## src/rtl/pbus_pkg.sv

```systemverilog
package pbus_pkg;

    localparam int ADDR_W    = 19;
    localparam int DATA_W    = 16;
    localparam int BYTE_W    = 8;
    localparam int CMD_BYTES = (ADDR_W + BYTE_W - 1) / BYTE_W;
    localparam int CMD_CW    = $clog2(CMD_BYTES);
    localparam int WIN_LSB   = 5;

    localparam logic [WIN_LSB-1:0] OFS_MODE = 5'h00;
    localparam logic [WIN_LSB-1:0] OFS_SRST = 5'h02;
    localparam logic [WIN_LSB-1:0] OFS_CTL  = 5'h04;
    localparam logic [WIN_LSB-1:0] OFS_MUL  = 5'h06;
    localparam logic [WIN_LSB-1:0] OFS_DIV  = 5'h08;

    localparam logic [1:0] MODE_DEEP = 2'b00;
    localparam int SRST_BIT = 8;

    typedef enum logic [2:0] {
        REG_NONE, REG_MODE, REG_SRST, REG_CTL, REG_MUL, REG_DIV, REG_SCR
    } reg_id_e;

    typedef struct packed {
        logic              cs_n;
        logic              wr_n;
        logic              rd_n;
        logic              a0;
        logic [BYTE_W-1:0] d;
    } bus_smp_t;

    typedef struct packed {
        logic [ADDR_W-1:0] addr;
        logic [DATA_W-1:0] data;
    } wr_req_t;

    localparam bus_smp_t BUS_IDLE = '{cs_n: 1'b1, wr_n: 1'b1, rd_n: 1'b1,
                                      a0: 1'b0, d: '0};

    function automatic reg_id_e decode(input logic [ADDR_W-1:0] a,
                                       input logic [ADDR_W-1:0] base,
                                       input int unsigned       nscr);
        logic [WIN_LSB-1:0] ofs;
        ofs = {a[WIN_LSB-1:1], 1'b0};
        if (a[ADDR_W-1:WIN_LSB] != base[ADDR_W-1:WIN_LSB]) return REG_NONE;
        if (ofs[WIN_LSB-1]) return (int'(a[WIN_LSB-2:1]) < int'(nscr)) ? REG_SCR : REG_NONE;
        case (ofs)
            OFS_MODE: return REG_MODE;
            OFS_SRST: return REG_SRST;
            OFS_CTL:  return REG_CTL;
            OFS_MUL:  return REG_MUL;
            OFS_DIV:  return REG_DIV;
            default:  return REG_NONE;
        endcase
    endfunction

endpackage

```

## src/rtl/pbus_sync.sv

```systemverilog
module pbus_sync #(
    parameter int               WIDTH   = 1,
    parameter int               STAGES  = 2,
    parameter logic [WIDTH-1:0] RST_VAL = '0
) (
    input  logic             clk,
    input  logic             rst,
    input  logic [WIDTH-1:0] d,
    output logic [WIDTH-1:0] q
);
    logic [STAGES-1:0][WIDTH-1:0] stg;

    for (genvar i = 0; i < STAGES; i++) begin : g_stage
        always_ff @(posedge clk) begin
            if (rst)         stg[i] <= RST_VAL;
            else if (i == 0) stg[i] <= d;
            else             stg[i] <= stg[(i == 0) ? 0 : i - 1];
        end
    end

    assign q = stg[STAGES-1];
endmodule

```

## src/rtl/pbus_seq.sv

```systemverilog
module pbus_seq
    import pbus_pkg::*;
(
    input  logic              clk,
    input  logic              rst,
    input  bus_smp_t          now,
    output logic              wr_stb,
    output wr_req_t           wr_req,
    output logic [ADDR_W-1:0] cur_addr,
    output logic              cur_hi
);
    localparam int PAD_W = CMD_BYTES * BYTE_W;

    bus_smp_t            prev;
    logic [PAD_W-1:0]    addr_pad;
    logic [CMD_CW-1:0]   cmd_cnt;
    logic [BYTE_W-1:0]   lo_q;
    logic                wr_act_now, wr_act_prev, rd_act_now, rd_act_prev;
    logic                wr_end, rd_end;
    logic [ADDR_W-1:0]   addr_next;

    assign cur_addr    = addr_pad[ADDR_W-1:0];
    assign addr_next   = cur_addr + ADDR_W'(2);

    // a write access is open while select and write are low with read high
    assign wr_act_now  = !now.cs_n  && !now.wr_n  && now.rd_n;
    assign wr_act_prev = !prev.cs_n && !prev.wr_n && prev.rd_n;
    // only data reads count; select-low reads are inhibited
    assign rd_act_now  = !now.cs_n  && !now.rd_n  && now.wr_n  && now.a0;
    assign rd_act_prev = !prev.cs_n && !prev.rd_n && prev.wr_n && prev.a0;

    assign wr_end = wr_act_prev && !wr_act_now;
    assign rd_end = rd_act_prev && !rd_act_now;

    always_ff @(posedge clk) begin
        if (rst) begin
            prev     <= BUS_IDLE;
            addr_pad <= '0;
            cmd_cnt  <= '0;
            lo_q     <= '0;
            cur_hi   <= 1'b0;
            wr_stb   <= 1'b0;
            wr_req   <= '0;
        end else begin
            prev   <= now;
            wr_stb <= 1'b0;
            if (wr_end) begin
                if (!prev.a0) begin
                    addr_pad[{cmd_cnt, 3'b000} +: BYTE_W] <= prev.d;
                    cmd_cnt <= (int'(cmd_cnt) == CMD_BYTES - 1) ? '0 : cmd_cnt + 1'b1;
                    cur_hi  <= 1'b0;
                end else begin
                    cmd_cnt <= '0;
                    if (!cur_hi) begin
                        lo_q   <= prev.d;
                        cur_hi <= 1'b1;
                    end else begin
                        wr_stb      <= 1'b1;
                        wr_req.addr <= cur_addr;
                        wr_req.data <= {prev.d, lo_q};
                        addr_pad    <= PAD_W'(addr_next);
                        cur_hi      <= 1'b0;
                    end
                end
            end else if (rd_end) begin
                cmd_cnt <= '0;
                if (!cur_hi) begin
                    cur_hi <= 1'b1;
                end else begin
                    addr_pad <= PAD_W'(addr_next);
                    cur_hi   <= 1'b0;
                end
            end
        end
    end
endmodule

```

## src/rtl/pbus_regfile.sv

```systemverilog
module pbus_regfile
    import pbus_pkg::*;
#(
    parameter logic [ADDR_W-1:0] BASE     = 19'h4_0000,
    parameter int                NUM_SCR  = 4,
    parameter int                DIV_W    = 4,
    parameter logic [15:0]       MUL_DEF  = 16'h2C0B,
    parameter logic [DIV_W-1:0]  DIV_DEF  = 4'h3
) (
    input  logic              clk,
    input  logic              rst,
    input  logic              wr_stb,
    input  wr_req_t           wr_req,
    input  logic [ADDR_W-1:0] rd_addr,
    output logic [DATA_W-1:0] rd_data
);
    localparam int SCR_IW = (NUM_SCR > 1) ? $clog2(NUM_SCR) : 1;

    logic [1:0]        mode_q;
    logic [1:0]        ctl_q;
    logic [DATA_W-1:0] mul_q;
    logic [DIV_W-1:0]  div_q;
    logic [NUM_SCR-1:0][DATA_W-1:0] scr_q;

    reg_id_e           wid, rid;
    logic              unlocked, soft_rst, clr;
    logic [SCR_IW-1:0] widx, ridx;

    assign wid      = decode(wr_req.addr, BASE, NUM_SCR);
    assign rid      = decode(rd_addr, BASE, NUM_SCR);
    assign widx     = wr_req.addr[SCR_IW:1];
    assign ridx     = rd_addr[SCR_IW:1];
    assign unlocked = (mode_q == MODE_DEEP);
    assign soft_rst = wr_stb && (wid == REG_SRST) && wr_req.data[SRST_BIT];
    assign clr      = rst || soft_rst;

    always_ff @(posedge clk) begin
        if (clr) begin
            mode_q <= MODE_DEEP;
            ctl_q  <= '0;
            mul_q  <= MUL_DEF;
            div_q  <= DIV_DEF;
        end else if (wr_stb) begin
            case (wid)
                REG_MODE: mode_q <= wr_req.data[1:0];
                REG_CTL:  if (unlocked) ctl_q <= wr_req.data[1:0];
                REG_MUL:  if (unlocked) mul_q <= wr_req.data;
                REG_DIV:  if (unlocked) div_q <= wr_req.data[DIV_W-1:0];
                default: ;
            endcase
        end
    end

    for (genvar s = 0; s < NUM_SCR; s++) begin : g_scr
        always_ff @(posedge clk) begin
            if (clr)
                scr_q[s] <= '0;
            else if (wr_stb && wid == REG_SCR && int'(widx) == s)
                scr_q[s] <= wr_req.data;
        end
    end

    always_comb begin
        case (rid)
            REG_MODE: rd_data = {14'b0, mode_q};
            REG_CTL:  rd_data = {ctl_q[0], 13'b0, ctl_q};
            REG_MUL:  rd_data = mul_q;
            REG_DIV:  rd_data = DATA_W'(div_q);
            REG_SCR:  rd_data = scr_q[ridx];
            default:  rd_data = '0;
        endcase
    end
endmodule

```

## src/rtl/pbus_reg_port.sv

```systemverilog
module pbus_reg_port
    import pbus_pkg::*;
#(
    parameter logic [ADDR_W-1:0] BASE        = 19'h4_0000,
    parameter int                NUM_SCR     = 4,
    parameter int                SYNC_STAGES = 2
) (
    input  logic              clk,
    input  logic              rst,
    input  logic              bus_cs_n,
    input  logic              bus_wr_n,
    input  logic              bus_rd_n,
    input  logic              bus_a0,
    input  logic [BYTE_W-1:0] bus_din,
    output logic [BYTE_W-1:0] bus_dout,
    output logic              bus_doe
);
    bus_smp_t          raw, syn;
    logic              wr_stb;
    wr_req_t           wr_req;
    logic [ADDR_W-1:0] cur_addr;
    logic              cur_hi;
    logic [DATA_W-1:0] rd_data;

    assign raw = '{cs_n: bus_cs_n, wr_n: bus_wr_n, rd_n: bus_rd_n,
                   a0: bus_a0, d: bus_din};

    pbus_sync #(
        .WIDTH   ($bits(bus_smp_t)),
        .STAGES  (SYNC_STAGES),
        .RST_VAL (BUS_IDLE)
    ) u_sync (
        .clk (clk),
        .rst (rst),
        .d   (raw),
        .q   (syn)
    );

    pbus_seq u_seq (
        .clk      (clk),
        .rst      (rst),
        .now      (syn),
        .wr_stb   (wr_stb),
        .wr_req   (wr_req),
        .cur_addr (cur_addr),
        .cur_hi   (cur_hi)
    );

    pbus_regfile #(
        .BASE    (BASE),
        .NUM_SCR (NUM_SCR)
    ) u_rf (
        .clk     (clk),
        .rst     (rst),
        .wr_stb  (wr_stb),
        .wr_req  (wr_req),
        .rd_addr (cur_addr),
        .rd_data (rd_data)
    );

    // pad enable follows the raw pins so the bus is released at once
    assign bus_doe  = !bus_cs_n && !bus_rd_n && bus_a0;
    assign bus_dout = cur_hi ? rd_data[DATA_W-1:BYTE_W] : rd_data[BYTE_W-1:0];
endmodule

```

## config.mk

```make
export PLATFORM = sky130hd
export DESIGN_NAME = pbus_reg_port
export DESIGN_NICKNAME = d
export VERILOG_FILES = /design/src/rtl/pbus_pkg.sv /design/src/rtl/pbus_sync.sv /design/src/rtl/pbus_seq.sv /design/src/rtl/pbus_regfile.sv /design/src/rtl/pbus_reg_port.sv
export SDC_FILE = /design/constraint.sdc
export NUM_CORES = 1
export LEC_CHECK = 0
export BUFFER_PORTS_ARGS = -buffer_cell sky130_fd_sc_hd__buf_4
export CAP_MARGIN = 20
export CORE_ASPECT_RATIO = 0.9
export CORE_MARGIN = 4
export CORE_UTILIZATION = 30
export CTS_CLUSTER_DIAMETER = 120
export CTS_CLUSTER_SIZE = 10
export DETAILED_ROUTE_END_ITERATION = 16
export GPL_ROUTABILITY_DRIVEN = 1
export PLACE_DENSITY = 0.41
export SLEW_MARGIN = 40
export SYNTH_ARGS = -nofsm -noshare
export SYNTH_HDL_FRONTEND = slang
export SYNTH_HIERARCHICAL = 1
export SYNTH_SLANG_ARGS = --single-unit
```

## constraint.sdc

```tcl
create_clock -name clk -period 2.7 [get_ports clk]
set_input_delay 0 -clock clk [delete_from_list [all_inputs] [get_ports clk]]
set_output_delay 0 -clock clk [all_outputs]
set_load 0.02 [all_outputs]
```

# --- Word-level counts from Yosys, hierarchy flattened ---
# Cells that the tools add are included.
totals:
  reg_bits: 195
  in_bits: 14
  out_inout_bits: 9
  word_cells: 138
classes:
  add_sub_neg: 3
  n_lt_le_gt_ge: 3
  eq_ne: 25
  shift: 2
  n_mux: 36
  n_bitwise: 3
  n_reduce_logical: 44
ops:
  columns: ["op", "n"]
  rows:
  - ["24-bit two-way mux", 4]
  - ["16-bit case mux with 5 select lines", 1]
  - ["16-bit binary-select mux with 2-bit select", 1]
  - ["3-bit two-way mux", 10]
  - ["3-bit case mux with 5 select lines", 2]
  - ["14-bit inequality test (second input constant)", 2]
  - ["24-bit bitwise mux", 1]
  - ["8-bit by 7-bit variable shift with 24-bit output (first input constant)", 1]
  - ["8-bit by 7-bit variable part select with 24-bit output", 1]
  - ["1-bit logical AND", 21]
  - ["19-bit by 2-bit adder with 19-bit output (second input constant)", 1]
  - ["3-bit == test (second input constant)", 6]
  - ["4-bit by 2-bit == test with 1-bit output (second input constant)", 4]
  - ["16-bit two-way mux", 1]
  - ["3-bit AND reduction", 5]
  - ["1-bit two-way mux", 11]
  - ["1-bit logical NOT", 10]
  - ["3-bit by 2-bit == test with 1-bit output (second input constant)", 3]
  - ["4-bit by 1-bit == test with 1-bit output (second input constant)", 2]
  - ["4-bit by 3-bit == test with 1-bit output (second input constant)", 2]
  - ["4-bit logical NOT", 2]
  - ["2-bit two-way mux", 4]
  - ["8-bit two-way mux", 1]
  - ["5-bit negation with 7-bit output", 1]
  - ["12 further kinds", 19]

# --- Longest topological paths before layout ---
# Gate-level depths: netlist of run 1.
depth:
  word_depth: 9
  mapped_depth: 8
  ltp_nobuf: 7

# --- Modules after synthesis ---
# The synthesis of run 1 kept the hierarchy.
modules_own_cells:
  columns: ["module", "n_inst", "cells_each", "area_per_inst_um2", "seq_area_each_um2"]
  rows:
  - ["pbus_regfile", 1, 499, 4424.2, 1761.7]
  - ["pbus_seq", 1, 398, 3387.0, 1561.5]
  - ["pbus_sync", 1, 62, 739.5, 480.5]
  - ["pbus_reg_port", 1, 10, 138.9, 0.0]

# --- Worst setup path before layout of run 1 ---
# OpenSTA, ideal clock, no wires.
synth_timing:
  path_kind: "register to register"
  start: "reg u_seq.cmd_cnt[0]"
  end: "reg u_seq.addr_pad[16]"
  setup_time_ps: 58
  arrival_ps: 1832
  required_time_ps: 2642
  setup_slack_ps: 810
  path_stages_with_launch: 8
  path_buffers: 0
  period_less_slack_ps: 1890
  cell_sequence: "dfxtp_1 -> inv_1 -> ha_1 -> or4bb_1 -> nor3_1 -> nand2_1 -> a21oi_1 -> o211a_1"
synth_via:
  elab_chain_len: 5
  word_cells_on_any_way: 6
  cone_classes: "1 x add/sub; 2 x shift; 3 x mux"
synth_rtl:
  columns: ["item", "line", "source"]
  rows:
  - ["start, declared", "pbus_seq.sv:16", "logic [CMD_CW-1:0] cmd_cnt;"]
  - ["start signal, assigned", "pbus_seq.sv:50", "cmd_cnt <= (int'(cmd_cnt) == CMD_BYTES - 1) ? '0 : cmd_cnt + 1'b1;"]
  - ["5-bit negation with 7-bit output (*)", "pbus_seq.sv:49", "addr_pad[{cmd_cnt, 3'b000} +: BYTE_W] <= prev.d;"]
  - ["8-bit by 7-bit variable part select with 24-bit output or 8-bit by 7-bit variable shift with 24-bit output (tied branches)", "pbus_seq.sv:49", null]
  - ["24-bit bitwise mux (*)", "pbus_seq.sv:49", null]
  - ["24-bit two-way mux (*)", "pbus_seq.sv:48", "if (!prev.a0) begin"]
  - ["24-bit two-way mux (*)", "pbus_seq.sv:47", "if (wr_end) begin"]
  - ["end signal, assigned by index", "pbus_seq.sv:49", null]
  - ["end signal, assigned", "pbus_seq.sv:61", "addr_pad <= PAD_W'(addr_next);"]
  - ["end signal, assigned", "pbus_seq.sv:70", "addr_pad <= PAD_W'(addr_next);"]
  - ["end, declared", "pbus_seq.sv:15", "logic [PAD_W-1:0] addr_pad;"]
# Every way passes the cells marked *; elsewhere a longest branch is shown, timed or not.
# A chain may end at the register's enable or synchronous reset.

# --- Worst setup path after layout of run 1 ---
layout_timing:
  start: "reg u_seq.addr_pad[6]"
  end: "out bus_dout[1]"
layout_via:
  elab_chain_len: 6
  word_cells_on_any_way: 10
  cone_classes: "6 x eq/ne; 4 x mux"
layout_rtl:
  columns: ["item", "line", "source"]
  rows:
  - ["14-bit inequality test (*)", "pbus_pkg.sv:44", "if (a[ADDR_W-1:WIN_LSB] != base[ADDR_W-1:WIN_LSB]) return REG_NONE;"]
  - ["1-bit two-way mux (*)", "pbus_pkg.sv:44", null]
  - ["3-bit two-way mux (*)", "pbus_pkg.sv:45", "if (ofs[WIN_LSB-1]) return (int'(a[WIN_LSB-2:1]) < int'(nscr)) ? REG_SCR : REG_NONE;"]
  - ["3-bit == test, or another cell as far along", "pbus_regfile.sv:64", "case (rid)"]
  - ["16-bit case mux with 5 select lines (*)", "pbus_regfile.sv:64", null]
  - ["net rd_data[9]", "pbus_reg_port.sv:23", "logic [DATA_W-1:0] rd_data;"]
  - ["8-bit two-way mux (*)", "pbus_reg_port.sv:63", "assign bus_dout = cur_hi ? rd_data[DATA_W-1:BYTE_W] : rd_data[BYTE_W-1:0];"]
  - ["end, declared", "pbus_reg_port.sv:15", "output logic [BYTE_W-1:0] bus_dout,"]
# Mark *: on every way through the listed nets, which the timed path passes. The rest lies on a longest branch.

==> run_results.csv, run 1 <==
group,metric,value,unit
clock_network,htreeDepth,4,
min_path,hold_class,"in -> reg",
routing,drc,0,
sta,slew_headroom,0.4583,
die,fp.dieH,168.8,um
power,switchingPower,1.426,mW
clock_network,postCtsSetupBuffers,0,
sta,fin_crit,2.495,ns
logic_synthesis,synth_fp_nets,981,
global_routing,overflow,0,
min_path,min_from,"bus_wr_n",
job,drv_cap,0,
worst_setup_path,ff2ff_path_depth,7,
routing,drt_iter0_drc,640,
place,place_inst,1291,
place,gp_congestion,0.7735,
power,p_int,4.130,mW
clock_network,cts_sinks,188,
worst_setup_path,crit_required,2.70,ns
global_routing,grt_max_degree,81,
die,start_util,0.3062,
sta,setup_viol,0,
clock_network,clk_latency,0.44,ns
worst_setup_path,worstReg2RegStart,"u_seq/cmd_cnt[0]$_SDFFE_PP0P_",
routing,viasPerCell,5.320,
worst_setup_path,r2r_slack,0.50,ns
die,core,28160,um2
routing,wl_per_cell,19.38,um
sta,drv_slew,0,
sta,finalCritPeriodShare,0.9242,
place,placed_cell_area,9019,um2
logic_synthesis,syn_inst,961,
sta,worstMarginPinSlew,0.8125,ns
sta,fin_setup_tns,0,ns
power,p_seq_frac,0.505,
min_path,hold_path_end,"u_sync/stg[10]$_SDFF_PP1_",
global_routing,grt_antenna_before_repair,0,
die,die_x,186.7,um
worst_setup_path,start_kind,"register",
worst_setup_path,reg2reg_to,"u_seq/addr_pad[16]$_SDFFE_PP0P_",
worst_setup_path,end_kind,"primary output",
power,ir_drop,442.2,uV
routing,finalWirelength,26040,um
routing,drtAntennaViolNets,0,
final_layout,fin_nets,991,
clock_network,cts-buffers-inserted,17,
global_routing,gr-usage-met1,0.2472,
global_routing,grt_pass1_wl,41800,um
power,pwr-share-clk,0.470,
final_layout,finalNonFillerCells,1344,
die,dieArea,31520,um2
routing,dr.pass1.iters,5,
place,io_buffers,22,
clock_network,clk_pin_slew,0.09,ns
global_routing,met2_usage,0.2556,
logic_synthesis,synth.avg_cell_area,8.971,um2
power,p_leak,3.312,nW
clock_network,cts-root-buf,"clkbuf_16",
final_layout,drive_gt1_frac,0.1463,
final_layout,fillerInstances,2948,
worst_setup_path,critPathKind,"reg -> out",
sta,fin_skew,0.01694,ns
power,p_total,5.556,mW
global_routing,gr-usage-all-layers,0.1665,
min_path,min_path_cells,3,
final_layout,syn2layout_area_growth,14.33,%
logic_synthesis,ys_warn_count,6,
clock_network,clk_path_buf_depth,2,
global_routing,grt_most_used_layer,"met2",
clock_network,cts_tree,"built",
sta,fmax,400.7,MHz
final_layout,antenna_cells,0,
worst_setup_path,cp.arrival,2.50,ns
final_layout,design_area,9856,um2
power,powerDensity,563.7,nW/um2
sta,rsz0062_at_grt,"false",
routing,dr_total_vias,7150,
worst_setup_path,setup.worst_path.start,"u_seq/addr_pad[6]$_SDFFE_PP0P_",
logic_synthesis,synth_area,8621,um2
outcome,status,"finished clean",
sta,finalHoldViolations,0,
die,ios,23,
worst_setup_path,cp_max_fo,15,
global_routing,met3_usage,0.02866,
power,pwr-share-comb,0.025,
global_routing,grt_pass1_vias,6920,
place,dp.final_hpwl,16320,um
die,std_cell_rows,58,
power,switching_share,0.2566,
area by class of cell:
type | count | area, um2 | share of cell area
tap | 360 | 450.4 | 0.04570
clock buffer | 17 | 425.4 | 0.04316
timing repair buffer | 81 | 714.4 | 0.07249
clock inverter | 15 | 192.7 | 0.01955
inverter | 10 | 37.54 | 0.003809
sequential | 188 | 3764 | 0.3819
multi-input combinational | 673 | 4272 | 0.4334
worst max-delay path, stage by stage, from the launching register on:
cell and delay, ns:
dfxtp_1 0.41, nor4_1 0.34, nand4_1 0.15, buf_4 0.20
nor3b_2 0.19, buf_6 0.23, a22o_1 0.22, mux2_4 0.19
buf_4 0.14
sequential cells by signal (all words and copies together) (netlist names), 2 cells and up:
name            cells
u_rf/ctl_q          2
u_rf/div_q          4
u_rf/mode_q         2
u_rf/mul_q         16
u_rf/scr_q         64
u_seq/addr_pad     18
u_seq/cmd_cnt       2
u_seq/lo_q          8
u_seq/prev         12
u_seq/wr_req       34
u_sync/q           12
u_sync/stg         12
timing repair:
action / in CTS / in global routing
hold buffers: 21 / 0
endpoints found under the hold margin: 17 / 0
setup endpoints to repair: 0 / 8
gates resized for setup: 0 / 2
power by group through the flow:
stage | combinational (mW) | sequential, mW | clock (mW)
2_1_floorplan | 0.0844 | 2.87 | 0
3_3_place_gp | 0.117 | 2.87 | 0
3_5_place_dp | 0.116 | 2.87 | 0
4_1_cts | 0.139 | 2.81 | 2.69
5_1_grt | 0.152 | 2.81 | 2.80
6_report | 0.138 | 2.81 | 2.61
metal layers:
layer | vias up | share of wire
met2 | 185 | 0.44
met5 | - | 0
met3 | 13 | 0.041
met1 | 3451 | 0.51
li1 | 3501 | -
met4 | 0 | 0.0091
placed cells by master (no fill, tap or decap), drive strengths merged, types with 6 or more instances in the layout:
cell type	instances
dfxtp	188
a21oi	133
o21ai	98
nand3	92
nand2	87
buf	60
nor2b	30
nor2	23
dlygate4sd3	21
clkbuf	17
and3	17
mux4	16
inv	16
nor3	15
a22o	12
nand4	12
nor3b	11
mux2i	10
mux2	9
clkinv	9
or2	9
nor4	7
a211o	6
ha	6
how the worst max path moves through the flow:
stage	end	slack, ns	cells past startpoint
3_5_place_dp	u_seq/addr_pad[16]$_SDFFE_PP0P_	0.53	7
2_1_floorplan	u_seq/addr_pad[16]$_SDFFE_PP0P_	0.81	7
4_1_cts	bus_dout[1]	0.07	8
3_3_place_gp	bus_dout[1]	0.52	8
5_1_grt	bus_dout[1]	0.04	8
6_report	bus_dout[1]	0.20	8
metrics by stage:
step / utilization / hold WS (ns) / worst slack (ns)
CTS: 0.3497 / 0.2629 / 0.07412
floorplan: - / 0.06907 / 0.8100
detailed placement: 0.3203 / 0.1879 / 0.5315
finish: 0.3500 / 0.2890 / 0.2046
global placement: 0.3203 / 0.1853 / 0.5201
global route: 0.3500 / 0.2995 / 0.04301
(Power assumes the default switching activity.)
==> run 2, diff against run 1 <==
--- a/config.mk
+++ b/config.mk
@@ -5,8 +5,9 @@
 export SDC_FILE = /design/constraint.sdc
 export NUM_CORES = 1
 export LEC_CHECK = 0
+export ABC_AREA = 1
 export BUFFER_PORTS_ARGS = -buffer_cell sky130_fd_sc_hd__buf_4
-export CAP_MARGIN = 20
+export CAP_MARGIN = 30
 export CORE_ASPECT_RATIO = 0.9
 export CORE_MARGIN = 4
 export CORE_UTILIZATION = 30
@@ -18,5 +19,4 @@
 export SLEW_MARGIN = 40
 export SYNTH_ARGS = -nofsm -noshare
 export SYNTH_HDL_FRONTEND = slang
-export SYNTH_HIERARCHICAL = 1
 export SYNTH_SLANG_ARGS = --single-unit
==> run_results.csv, run 2 <==
group,metric,value,unit
outcome,status,"finished clean",
worst_setup_path,worstReg2RegStart,"u_seq.wr_req[17]$_SDFFE_PP0P_",
power,ir_drop,423.7,uV
clock_network,cts-buffers-inserted,17,
place,gp_congestion,0.8313,
final_layout,syn2layout_area_growth,16.14,%
logic_synthesis,synthArstFlopShare,0,
final_layout,fillerInstances,3166,
logic_synthesis,seq_area_frac_synth,0.4258,
worst_setup_path,ff2ff_path_depth,8,
power,powerDensity,541.0,nW/um2
logic_synthesis,synth-edff-count,0,
job,drv_cap,0,
die,fp.dieH,170.8,um
logic_synthesis,synth.avg_cell_area,6.868,um2
min_path,hold_class,"in -> reg",
power,pwr-share-comb,0.029,
clock_network,cts_tree,"built",
logic_synthesis,syn_inst,1287,
final_layout,antenna_cells,0,
logic_synthesis,synth_fp_nets,1310,
sta,fin_crit,2.523,ns
clock_network,cts_sinks,188,
final_layout,multi_input_area,4299,um2
clock_network,clk_latency,0.44,ns
sta,drv_slew,0,
sta,finalCritPeriodShare,0.9345,
global_routing,grt_max_degree,66,
global_routing,grt_pass1_wl,46080,um
routing,dr_total_vias,8223,
routing,finalWirelength,29050,um
worst_setup_path,worst_path_max_delay_cell,"dfxtp_1",
clock_network,htreeDepth,4,
final_layout,reg_top3,"u_rf.scr_q (64), u_seq.wr_req (34), u_seq.addr_pad (18)",
worst_setup_path,end_kind,"primary output",
logic_synthesis,ys_warn_count,0,
clock_network,cts-root-buf,"clkbuf_16",
sta,fin_ws,0.1769,ns
routing,dr.pass1.iters,7,
logic_synthesis,dominantRegCellSynth,"dfxtp_1",
sta,fmax,396.3,MHz
clock_network,clk_pin_slew,0.07,ns
final_layout,register_area,3767,um2
sta,setup_viol,0,
routing,drtAntennaViolNets,0,
worst_setup_path,cp.arrival,2.52,ns
sta,finalHoldViolations,0,
final_layout,design_area,10260,um2
die,core,29010,um2
routing,drt_iter0_drc,643,
worst_setup_path,crit_required,2.70,ns
logic_synthesis,synth_top_area_share,0.4258,
place,place_ws,0.3638,ns
global_routing,grt_pass1_vias,7886,
logic_synthesis,synth_area,8838,um2
logic_synthesis,netlist_top_cells_area,"dfxtp_1, nor2_1, nand2_1",
place,io_buffers,22,
final_layout,regMostFlops,"u_rf.scr_q",
power,p_leak,4.242,nW
die,start_util,0.3047,
global_routing,grt_antenna_before_repair,0,
final_layout,largest_reg_flops,64,
sta,worstMarginPinSlew,0.7740,ns
power,pwr-share-clk,0.466,
clock_network,clk_path_buf_depth,2,
routing,viasPerCell,4.803,
worst_setup_path,crit_chain,"inv_1, ha_1, inv_1, o21ai_1, nand2_2, nor2_2, nand2_2, nor2_4, nand2_1, nand3_1, nand2_1, nor2_1, buf_4",
die,std_cell_rows,59,
die,ios,23,
sta,slew_headroom,0.4834,
routing,wl_per_cell,16.97,um
min_path,min_path_cells,3,
final_layout,final_cell_mix,"nor2_1, nand2_1, dfxtp_1",
place,placed_cell_area,9442,um2
global_routing,overflow,0,
final_layout,drive_gt1_frac,0.09954,
routing,drc,0,
min_path,min_from,"bus_wr_n",
place,dp.final_hpwl,19420,um
final_layout,fin_nets,1326,
global_routing,gr-usage-all-layers,0.1823,
logic_synthesis,yosys-top-cells-count,"nor2_1, nand2_1, dfxtp_1, inv_1, o21ai_0",
sta,fin_skew,0.01324,ns
power,p_int,4.202,mW
worst_setup_path,cp_slowest_stage_delay,0.36,ns
worst_setup_path,critPathKind,"reg -> out",
power,p_seq_frac,0.505,
power,switchingPower,1.351,mW
worst_setup_path,setup.worst_path.start,"u_seq.addr_pad[1]$_SDFFE_PP0P_",
final_layout,mostFrequentLayoutCell,"nor2_1",
worst_setup_path,cp_max_fo,5,
power,switching_share,0.2433,
logic_synthesis,ys_types,35,
die,die_x,188.9,um
logic_synthesis,synth_top_area_cell,"dfxtp_1",
logic_synthesis,ys_ff_latch,188,
worst_setup_path,start_kind,"register",
logic_synthesis,synth_most_common_cell,"nor2_1",
die,dieArea,32280,um2
[run 2: cell types whose count changed in the layout (fill, tap and decap cells not counted), sizes merged, moves of 10 or more]
cell | previous run | this run
mux2i | 10 | 0
a22o | 12 | 0
o22ai | 1 | 13
o21ai | 98 | 116
nand4 | 12 | 83
and3 | 17 | 1
nor2b | 30 | 0
nand2 | 87 | 205
mux4 | 16 | 0
nor3b | 11 | 1
nor2 | 23 | 299
inv | 16 | 137
nand3 | 92 | 53
a21oi | 133 | 74
[run 2: cell families (layout without fill, tap and decap cells)]
| logic type | Yosys count | count (layout) | synth area share |
|---|---|---|---|
| flops | 188 | 188 | 0.4258 |
| buf+inv | 202 | 230 | 0.09357 |
| fa+ha+maj | 9 | 9 | 0.01274 |
| compound gates | 219 | 219 | 0.1312 |
| simple gates | 667 | 668 | 0.3347 |
| xor+xnor | 2 | 2 | 0.001982 |
[run 2: timing repair]
action                                  CTS  global route
endpoints found under the setup margin    8             8
endpoints found under the hold margin    21             0
buffers inserted                          0             4
hold buffers                             13             0
resized for setup                         3            18
gates cloned                              0             1
pin swaps                                 0             3
[run 2: area by class of cell]
| class | instances | area share |
|---|---|---|
| Tap cell | 396 | 0.04827 |
| Multi-Input combinational cell | 898 | 0.4188 |
| Sequential cell | 188 | 0.3670 |
| Clock inverter | 14 | 0.01499 |
| Timing Repair Buffer | 67 | 0.05985 |
| Clock buffer | 18 | 0.04278 |
| Inverter | 131 | 0.04827 |
[run 2: worst paths after layout]
kind | end | slack [ns]
setup / recovery | bus_dout[2] | 0.18
hold / removal | u_sync.stg[10]$_SDFF_PP1_ | 0.29
setup reg to reg | u_rf.mul_q[9]$_SDFFE_PP0P_ | 0.50
hold reg to reg | u_seq.prev[2]$_SDFF_PP0_ | 0.39
[run 2: power groups by stage]
stage                     Clock, mW  Combinational (mW)  Sequential, mW
after floorplan                   0              0.0902            2.86
after global placement            0               0.147            2.87
after detailed placement          0               0.146            2.87
after CTS                      2.67               0.161            2.80
after global routing           2.76               0.182            2.81
final                          2.59               0.160            2.80
[run 2: through the flow]
stage | utilization | setup TNS (ns) | hold slack [ns] | std cells | total power [mW]
2_1_floorplan | - | 0 | 0.08306 | 1287 | 2.954
3_3_place_gp | 0.3254 | 0 | 0.1870 | 1662 | 3.018
3_5_place_dp | 0.3254 | 0 | 0.1891 | 1662 | 3.017
4_1_cts | 0.3507 | 0 | 0.2678 | 1707 | 5.633
5_1_grt | 0.3538 | -0.1076 | 0.3073 | 1712 | 5.744
6_report | 0.3538 | 0 | 0.2891 | 1712 | 5.554
[run 2: routing by layer]
layer | track usage | vias up | part of all wire
met1 | 0.2808 | 3815 | 0.53
met2 | 0.2696 | 159 | 0.42
met5 | 0 | - | 0
met3 | 0.02652 | 20 | 0.038
met4 | 0.03928 | 0 | 0.011
li1 | - | 4229 | -
[run 2: critical path: cells and delay by family, from the launching register on]
family,cells,cell delay [ns]
buffers and inverters,3,0.32
AOI/OAI and AO/OA,1,0.18
DFF,1,0.36
adders and majority gates,1,0.20
and+or+nand+nor,8,1.02
==> run 3, diff against run 2 <==
--- a/config.mk
+++ b/config.mk
@@ -11,6 +11,7 @@
 export CORE_ASPECT_RATIO = 0.9
 export CORE_MARGIN = 4
 export CORE_UTILIZATION = 30
+export CTS_BUF_LIST = sky130_fd_sc_hd__clkbuf_8
 export CTS_CLUSTER_DIAMETER = 120
 export CTS_CLUSTER_SIZE = 10
 export DETAILED_ROUTE_END_ITERATION = 16
==> run_results.csv, run 3 (synthesis gave the netlist of run 2 again) <==
group,metric,value,unit
sta,drv_slew,0,
clock_network,clk_latency,0.49,ns
place,dp.final_hpwl,19420,um
final_layout,largest_reg_flops,64,
die,fp.dieH,170.8,um
routing,dr_total_vias,8248,
worst_setup_path,crit_required,2.70,ns
worst_setup_path,critPathKind,"reg -> out",
sta,timing.hold.ws,0.2408,ns
power,powerDensity,486.9,nW/um2
clock_network,cts_tree,"built",
clock_network,htreeDepth,4,
sta,fin_ws,0.1590,ns
power,p_leak,4.181,nW
worst_setup_path,start_kind,"register",
final_layout,mostFrequentLayoutCell,"nor2_1",
clock_network,cts-buffers-inserted,17,
min_path,hold_class,"in -> reg",
place,gp_congestion,0.8313,
worst_setup_path,end_kind,"primary output",
final_layout,final_core_util,0.3498,
final_layout,fillerInstances,3177,
final_layout,design_area,10150,um2
outcome,status,"finished clean",
place,place_inst,1662,
clock_network,cts-root-buf,"clkbuf_8",
final_layout,final_cell_mix,"nor2_1, nand2_1, dfxtp_1",
routing,finalWirelength,29310,um
sta,finalHoldViolations,0,
place,placed_cell_area,9442,um2
power,p_total,4.941,mW
place,place_ws,0.3638,ns
routing,wl_per_cell,17.08,um
global_routing,met3_usage,0.02713,
sta,fmax,393.6,MHz
die,core,29010,um2
job,drv_cap,0,
die,dieArea,32280,um2
clock_network,clk_pin_slew,0.11,ns
sta,setup_viol,0,
sta,fin_setup_tns,0,ns
routing,viasPerCell,4.807,
global_routing,grt_pass1_vias,7855,
final_layout,drive_gt1_frac,0.1076,
worst_setup_path,cp_max_fo,34,
final_layout,antenna_cells,0,
global_routing,gr-usage-all-layers,0.1824,
final_layout,finalNonFillerCells,1716,
global_routing,grt_max_degree,66,
sta,worstMarginPinSlew,0.8019,ns
final_layout,fin_nets,1330,
routing,dr.pass1.iters,5,
global_routing,grt_most_used_layer,"met1",
sta,fin_skew,0.02015,ns
global_routing,met2_usage,0.2699,
die,std_cell_rows,59,
routing,drtAntennaViolNets,0,
global_routing,gr-usage-met1,0.2805,
die,ios,23,
final_layout,regMostFlops,"u_rf.scr_q",
routing,drt_iter0_drc,606,
clock_network,clk_path_buf_depth,2,
final_layout,syn2layout_area_growth,14.81,%
power,ir_drop,307.6,uV
global_routing,grt_pass1_wl,46070,um
die,start_util,0.3047,
global_routing,grt_antenna_before_repair,0,
routing,drc,0,
sta,finalCritPeriodShare,0.9411,
die,die_x,188.9,um
sta,slew_headroom,0.4648,
place,io_buffers,22,
global_routing,overflow,0,
clock_network,cts_sinks,188,
worst_setup_path,cp.arrival,2.54,ns
final_layout,reg_top3,"u_rf.scr_q (64), u_seq.wr_req (34), u_seq.addr_pad (18)",
sta,fin_crit,2.541,ns
run 3: cell count changes in the layout (fill, tap and decap cells not counted), moves of 3 or more:
cell | previous run | this run
clkbuf_16 | 17 | 0
clkbuf_8 | 1 | 18
o21ai_1 | 1 | 4
nand3_2 | 2 | 6
buf_4 | 47 | 50
o21ai_0 | 114 | 110
nand3_1 | 50 | 47
run 3: per-layer routing:
layer / vias up / part of all wire
met3: 22 / 0.044
met2: 178 / 0.42
li1: 4238 / -
met1: 3810 / 0.53
met5: - / 0
met4: 0 / 0.011
run 3: critical path, cell delays in order, from the launching register on:
cell and delay, ns:
dfxtp_1 0.37, inv_1 0.11, buf_4 0.38, o21ai_0 0.14
o22ai_1 0.44, nand2_1 0.15, nand3_1 0.15, nand2_1 0.06
nor2_1 0.10, buf_4 0.15
run 3: worst paths after layout:
check | startpoint | endpoint | slack (ns) | cells past startpoint
setup / recovery | u_seq.addr_pad[1]$_SDFFE_PP0P_ | bus_dout[1] | 0.16 | 9
hold / removal | bus_wr_n | u_sync.stg[10]$_SDFF_PP1_ | 0.24 | 3
setup reg to reg | u_seq.wr_req[27]$_SDFFE_PP0P_ | u_rf.scr_q[26]$_SDFFE_PP0P_ | 0.48 | 11
hold reg to reg | u_sync.q[2]$_SDFF_PP0_ | u_seq.prev[2]$_SDFF_PP0_ | 0.39 | 2
run 3: cell type report:
| cell class | count | area, um2 | area share |
|---|---|---|---|
| sequential | 188 | 3769 | 0.3714 |
| clock buffer | 18 | 247.7 | 0.02441 |
| multi-input combinational | 899 | 4345 | 0.4282 |
| clock inverter | 14 | 153.9 | 0.01517 |
| inverter | 131 | 495.5 | 0.04883 |
| timing repair buffer | 70 | 640.6 | 0.06313 |
| tap | 396 | 495.5 | 0.04883 |
run 3: repair_timing:
action                                  in CTS  in global routing
endpoints found under the hold margin       25                  0
cloned                                       0                  2
endpoints found under the setup margin       8                  8
pin swaps                                    1                  4
hold buffers                                13                  0
setup buffers                                1                  6
gates resized for setup                      5                 32
run 3: power by group:
| group | internal, mW | switching (mW) | total (mW) | leakage [nW] |
|---|---|---|---|---|
| Sequential | 2.79 | 0.0127 | 2.81 | 1.52 |
| Combinational | 0.0680 | 0.0928 | 0.161 | 2.45 |
| Clock | 0.799 | 1.18 | 1.98 | 0.209 |
| Total | 3.66 | 1.28 | 4.94 | 4.18 |
